[config.mk]
export PLATFORM = sky130hd
export DESIGN_NAME = reg_key_lock
export DESIGN_NICKNAME = d
export VERILOG_FILES = /design/src/rtl/reg_key_lock_pkg.sv /design/src/rtl/lk_key_decode.sv /design/src/rtl/lk_fsm.sv /design/src/rtl/lk_write_gate.sv /design/src/rtl/reg_key_lock.sv
export SDC_FILE = /design/constraint.sdc
export NUM_CORES = 1
export LEC_CHECK = 0
export BUFFER_PORTS_ARGS = -buffer_cell sky130_fd_sc_hd__buf_2
export CAP_MARGIN = 0
export CORE_ASPECT_RATIO = 0.6
export CORE_MARGIN = 2
export CORE_UTILIZATION = 25
export DETAILED_ROUTE_END_ITERATION = 10
export HOLD_SLACK_MARGIN = 0.08
export PLACE_DENSITY = 0.78
export SETUP_SLACK_MARGIN = 0.5
export SKIP_CTS_REPAIR_TIMING = 1
export SLEW_MARGIN = 20
export SYNTH_ARGS = -nofsm -noshare
export SYNTH_HDL_FRONTEND = slang
export SYNTH_SLANG_ARGS = --single-unit
export TNS_END_PERCENT = 50
[constraint.sdc]
create_clock -name clk -period 2.14 [get_ports clk]
set_clock_uncertainty 0.2 [all_clocks]
set_input_delay 0.321 -clock clk [delete_from_list [all_inputs] [get_ports clk]]
set_output_delay 0.321 -clock clk [all_outputs]
set_load 0.05 [all_outputs]
[src/rtl/reg_key_lock_pkg.sv]
package reg_key_lock_pkg;

  typedef enum logic [1:0] {
    LK_SHUT  = 2'd0,
    LK_ARMED = 2'd1,
    LK_OPEN  = 2'd2
  } lk_state_t;

  localparam logic [31:0] LK_KEY_A_DEF = 32'h83E7_0B13;
  localparam logic [31:0] LK_KEY_B_DEF = 32'h95A4_F1E0;

endpackage

[src/rtl/lk_key_decode.sv]
module lk_key_decode #(
  parameter int          AW     = 8,
  parameter int          DW     = 32,
  parameter logic [AW-1:0] ADDR_A = 8'h6C,
  parameter logic [AW-1:0] ADDR_B = 8'h70,
  parameter logic [DW-1:0] KEY_A  = 32'h83E7_0B13,
  parameter logic [DW-1:0] KEY_B  = 32'h95A4_F1E0
) (
  input  logic [AW-1:0] addr,
  input  logic [DW-1:0] wdata,
  output logic          hit_a,
  output logic          hit_b,
  output logic          match_a,
  output logic          match_b
);

  always_comb begin
    hit_a   = (addr == ADDR_A);
    hit_b   = (addr == ADDR_B);
    match_a = (wdata == KEY_A);
    match_b = (wdata == KEY_B);
  end

endmodule

[src/rtl/lk_fsm.sv]
module lk_fsm
  import reg_key_lock_pkg::*;
(
  input  logic clk,
  input  logic rst_n,
  input  logic we,
  input  logic hit_a,
  input  logic hit_b,
  input  logic match_a,
  input  logic match_b,
  output logic unlocked
);

  lk_state_t state_q, state_d;
  logic      st_en;

  // next-state
  always_comb begin
    st_en   = we && (hit_a || hit_b);
    state_d = LK_SHUT;
    if (hit_a) begin
      state_d = match_a ? LK_ARMED : LK_SHUT;
    end else if (hit_b) begin
      state_d = (state_q == LK_ARMED && match_b) ? LK_OPEN : LK_SHUT;
    end
  end

  // state register with explicit enable
  always_ff @(posedge clk or negedge rst_n) begin
    if (!rst_n) begin
      state_q <= LK_SHUT;
    end else if (st_en) begin
      state_q <= state_d;
    end
  end

  assign unlocked = (state_q == LK_OPEN);

  // gate can only open on the edge that took a good second key
  a_r3_open_needs_key_b : assert property (@(posedge clk) disable iff (!rst_n)
    $rose(unlocked) |-> $past(we && hit_b && match_b));

  // any first-key write or bad second-key write leaves the gate closed
  a_r5_bad_key_closes : assert property (@(posedge clk) disable iff (!rst_n)
    (we && (hit_a || (hit_b && !match_b))) |=> !unlocked);

  // idle cycles hold the state
  a_r12_idle_holds : assert property (@(posedge clk) disable iff (!rst_n)
    !we |=> $stable(state_q));

endmodule

[src/rtl/lk_write_gate.sv]
module lk_write_gate #(
  parameter int DW = 32
) (
  input  logic          clk,
  input  logic          rst_n,
  input  logic          we,
  input  logic          key_hit,
  input  logic          unlocked,
  input  logic [DW-1:0] bank_rdata,
  output logic [DW-1:0] bus_rdata,
  output logic          bank_we
);

  always_comb begin
    bank_we   = we && unlocked && !key_hit;
    bus_rdata = key_hit ? '0 : bank_rdata;
  end

  // closed gate never lets a write through
  a_r2_locked_blocks : assert property (@(posedge clk) disable iff (!rst_n)
    !unlocked |-> !bank_we);

  // key addresses never reach the bank and read as zero
  a_r8_key_never_passes : assert property (@(posedge clk) disable iff (!rst_n)
    key_hit |-> (!bank_we && bus_rdata == '0));

endmodule

[src/rtl/reg_key_lock.sv]
module reg_key_lock
  import reg_key_lock_pkg::*;
#(
  parameter int            AW     = 8,
  parameter int            DW     = 32,
  parameter logic [AW-1:0] ADDR_A = 8'h6C,
  parameter logic [AW-1:0] ADDR_B = 8'h70,
  parameter logic [DW-1:0] KEY_A  = LK_KEY_A_DEF,
  parameter logic [DW-1:0] KEY_B  = LK_KEY_B_DEF
) (
  input  logic          clk,
  input  logic          rst_n,
  input  logic [AW-1:0] bus_addr,
  input  logic          bus_we,
  input  logic [DW-1:0] bus_wdata,
  input  logic [DW-1:0] bank_rdata,
  output logic [DW-1:0] bus_rdata,
  output logic          bank_we,
  output logic          unlocked
);

  logic hit_a, hit_b, match_a, match_b;
  logic key_hit;

  lk_key_decode #(
    .AW(AW), .DW(DW), .ADDR_A(ADDR_A), .ADDR_B(ADDR_B),
    .KEY_A(KEY_A), .KEY_B(KEY_B)
  ) u_dec (
    .addr    (bus_addr),
    .wdata   (bus_wdata),
    .hit_a   (hit_a),
    .hit_b   (hit_b),
    .match_a (match_a),
    .match_b (match_b)
  );

  assign key_hit = hit_a || hit_b;

  lk_fsm u_fsm (
    .clk      (clk),
    .rst_n    (rst_n),
    .we       (bus_we),
    .hit_a    (hit_a),
    .hit_b    (hit_b),
    .match_a  (match_a),
    .match_b  (match_b),
    .unlocked (unlocked)
  );

  lk_write_gate #(.DW(DW)) u_gate (
    .clk        (clk),
    .rst_n      (rst_n),
    .we         (bus_we),
    .key_hit    (key_hit),
    .unlocked   (unlocked),
    .bank_rdata (bank_rdata),
    .bus_rdata  (bus_rdata),
    .bank_we    (bank_we)
  );

endmodule

==> metrics.yaml <==
global_routing:
  grt_pass1_vias: 824
  use_met2_pct: 35.6
  grt-ovfl-total: 0
  grt_usage_pct: 16.9
  top_usage_layer: "met2"
  grtUsageMet1_pct: 16.8
  grt_max_degree: 25
  use_met3_pct: 3.57
  antenna_found_initial: 0
  grt_pass1_wl_um: 3360
worst_setup_path:
  critPathKind: "in -> out"
  reg2reg_slack_ns: 0.47
  reg2reg_from: "u_fsm.state_q[0]"
  critPathLaunchType: "primary input"
  end_kind: "primary output"
  reg2reg_depth: 4
  path_max_fanout: 24
  worstPathArrival_ns: 1.79
  worst_ep_required_time_ns: 1.62
  reg2reg_to: "u_fsm.state_q[1]"
drt:
  drt-total-wl_um: 2650
  antenna_left: 0
  drcViolationCount: 0
  wl_per_cell_um: 12.2
  avgViaCountPerCell: 4.53
  dr.pass1.iters: 4
  num_vias: 988
  drt_iter0_drc: 23
clock_tree:
  cts_buffer_depth: 2
  cts_max_level: 1
  clkSlewWorstSetupHoldPaths_ns: 0.03
  cts_num_sinks: 2
  cts_buffers: 3
  cts_tree: "done"
  root_buffer: "clkbuf_8"
  clk_latency_ns: 0.21
sta:
  hold_viol_final: 0
  setup_viol: 32
  slew_headroom_pct: 66.4
  finalCritPeriodShare_pct: 108
  finalSetupTns_ns: -4.01
  grt_setup_unrepaired: "true"
  worst_slack_ns: -0.174
  period_needed_ns: 2.31
  max_freq_mhz: 432
  slew_violations: 0
  tightest_slew_ns: 0.497
final_layout:
  fin_cells: 218
  fillCellCount: 204
  multi_input_area_um2: 563
  largest_register_ff_count: 2
  regMostFlops: "u_fsm.state_q"
  antenna_cells: 0
  fin_nets: 265
  top_regs: "u_fsm.state_q x2"
  areaGrowthSynthToFinish_pct: 140
  seq_area_um2: 50.0
  final_cell_area_um2: 1340
  drive_gt1_share_pct: 80.3
synth:
  synth_compound_area_share_pct: 9.15
  yosys_warnings: 0
  synthMuxAreaShare_pct: 0
  syn_area_um2: 561
  synth_adder_area_share_pct: 0
  synth_cells: 71
  yosysSeqAreaShare_pct: 8.93
  ys_seq_elements: 2
  yosysUniqueCellTypes: 23
  synth_xor_xnor_area_share_pct: 0
  synthSimpleGateAreaFrac_pct: 78.1
  syn_nets: 146
  synth_top_family_by_area: "simple AND/OR/NAND/NOR gates"
  avgSynthCellArea_um2: 7.89
power_and_ir_drop:
  power_frac_comb_pct: 59.9
  power_density_nw_per_um2: 354
  net-switching-power_mw: 0.207
  seq_power_share_pct: 8.0
  ir_drop_uv: 139
  clkPwrFrac_pct: 32.0
  p_leak_nw: 0.727
  switching_share_pct: 43.5
  intPower_mw: 0.269
placement:
  dp_hpwl_um: 2170
  place_area_um2: 1270
  placed_cells_incl_taps: 214
  place_congestion: 0.657
  io_buffers: 108
floorplanning:
  ios: 109
  dieHeight_um: 40.7
  initial_utilization_pct: 26.1
  core-area_um2: 2150
  placementRows: 13
  die_area_um2: 2650
  die_w_um: 65.1
outcome:
  status: "finished, violations left"
  violations: "setup timing"
flow_run:
  drv_cap: 0
min_path:
  hold_end: "u_fsm.state_q[1]"
  whs_path_depth: 4
  hold_path.class: "in -> reg"
  min_from: "bus_wdata[20]"
cells in the mapped netlist (all sizes together):
master,instances,share of area (%)
nand4,5,8.3
nor3,2,1.8
and2b,10,13
nor2b,23,26
nand3b,3,4.0
nor4b,3,4.7
nor3b,1,1.3
nand2,4,2.7
nor2,4,2.7
a2111oi,1,4.9
nand4bb,1,2.0
o2bb2ai,2,4.2
buf,3,3.8
or4bb,1,2.0
and3b,1,1.6
nand4b,1,1.6
dfrtp,2,8.9
or4,2,2.7
nor4bb,1,1.8
or3b,1,2.0
cell families (layout without fill, tap and decap cells):
family	count (synthesis)	count (layout)
buf+inv	3	120
simple gates	63	63
compound gates	3	3
flops	2	2
worst max path at each step:
stage	start	endpoint
global route	bus_addr[3]	bus_rdata[31]
CTS	bus_addr[3]	bus_rdata[24]
floorplan	bus_addr[3]	bus_rdata[0]
detailed placement	bus_addr[3]	bus_rdata[24]
finish	bus_addr[3]	bus_rdata[24]
global placement	bus_addr[3]	bus_rdata[0]
final cells by class:
cell class | instances | area share (%)
Multi-Input combinational cell | 66 | 41.9
Timing Repair Buffer | 117 | 48.5
Tap cell | 30 | 2.80
Clock buffer | 3 | 3.08
Sequential cell | 2 | 3.73
cells in the final DEF, fill, tap and decap left out, types with 2 or more instances in the layout:
cell type	netlist	routed
and2b_1	10	4
and2b_4	0	6
buf_12	0	2
buf_2	2	105
buf_4	0	6
buf_6	1	2
clkbuf_8	0	3
dfrtp_1	2	2
nand2_1	4	4
nand3b_1	3	3
nand4_1	4	4
nor2_1	4	4
nor2b_1	23	2
nor2b_2	0	21
nor3_1	2	2
nor4b_1	3	3
o2bb2ai_2	1	2
or4_1	2	2
critical path, cell delays in order:
cell and delay (ns):
buf_2 0.11, or3b_4 0.40, a2111oi_4 0.35, buf_12 0.21, and2b_4 0.20, buf_2 0.20
power by group through the flow:
stage | Sequential [mW] | Combinational [mW] | Clock [mW]
floorplan | 0.0385 | 0.170 | 0
global placement | 0.0385 | 0.273 | 0
finish | 0.0381 | 0.285 | 0.152
CTS | 0.0381 | 0.280 | 0.153
detailed placement | 0.0385 | 0.279 | 0
global route | 0.0381 | 0.302 | 0.158
routing by layer:
layer | part of all wire, % | wire length (um)
met5 | 0 | 0
met1 | 33 | 885
met4 | 0.26 | 7
met2 | 57 | 1510
met3 | 9.5 | 251
per-stage QoR:
step	util (%)	hold WS, ns	setup WS [ns]	power [mW]
after floorplan	-	-0.175	0.0610	0.209
after global placement	59.1	-0.0948	-0.159	0.311
after detailed placement	59.1	-0.0923	-0.181	0.318
after CTS	61.1	-0.314	-0.181	0.471
after global routing	62.5	0.241	-0.228	0.498
final	62.5	0.228	-0.174	0.476
Note: power is estimated with default switching activity, not from simulation.
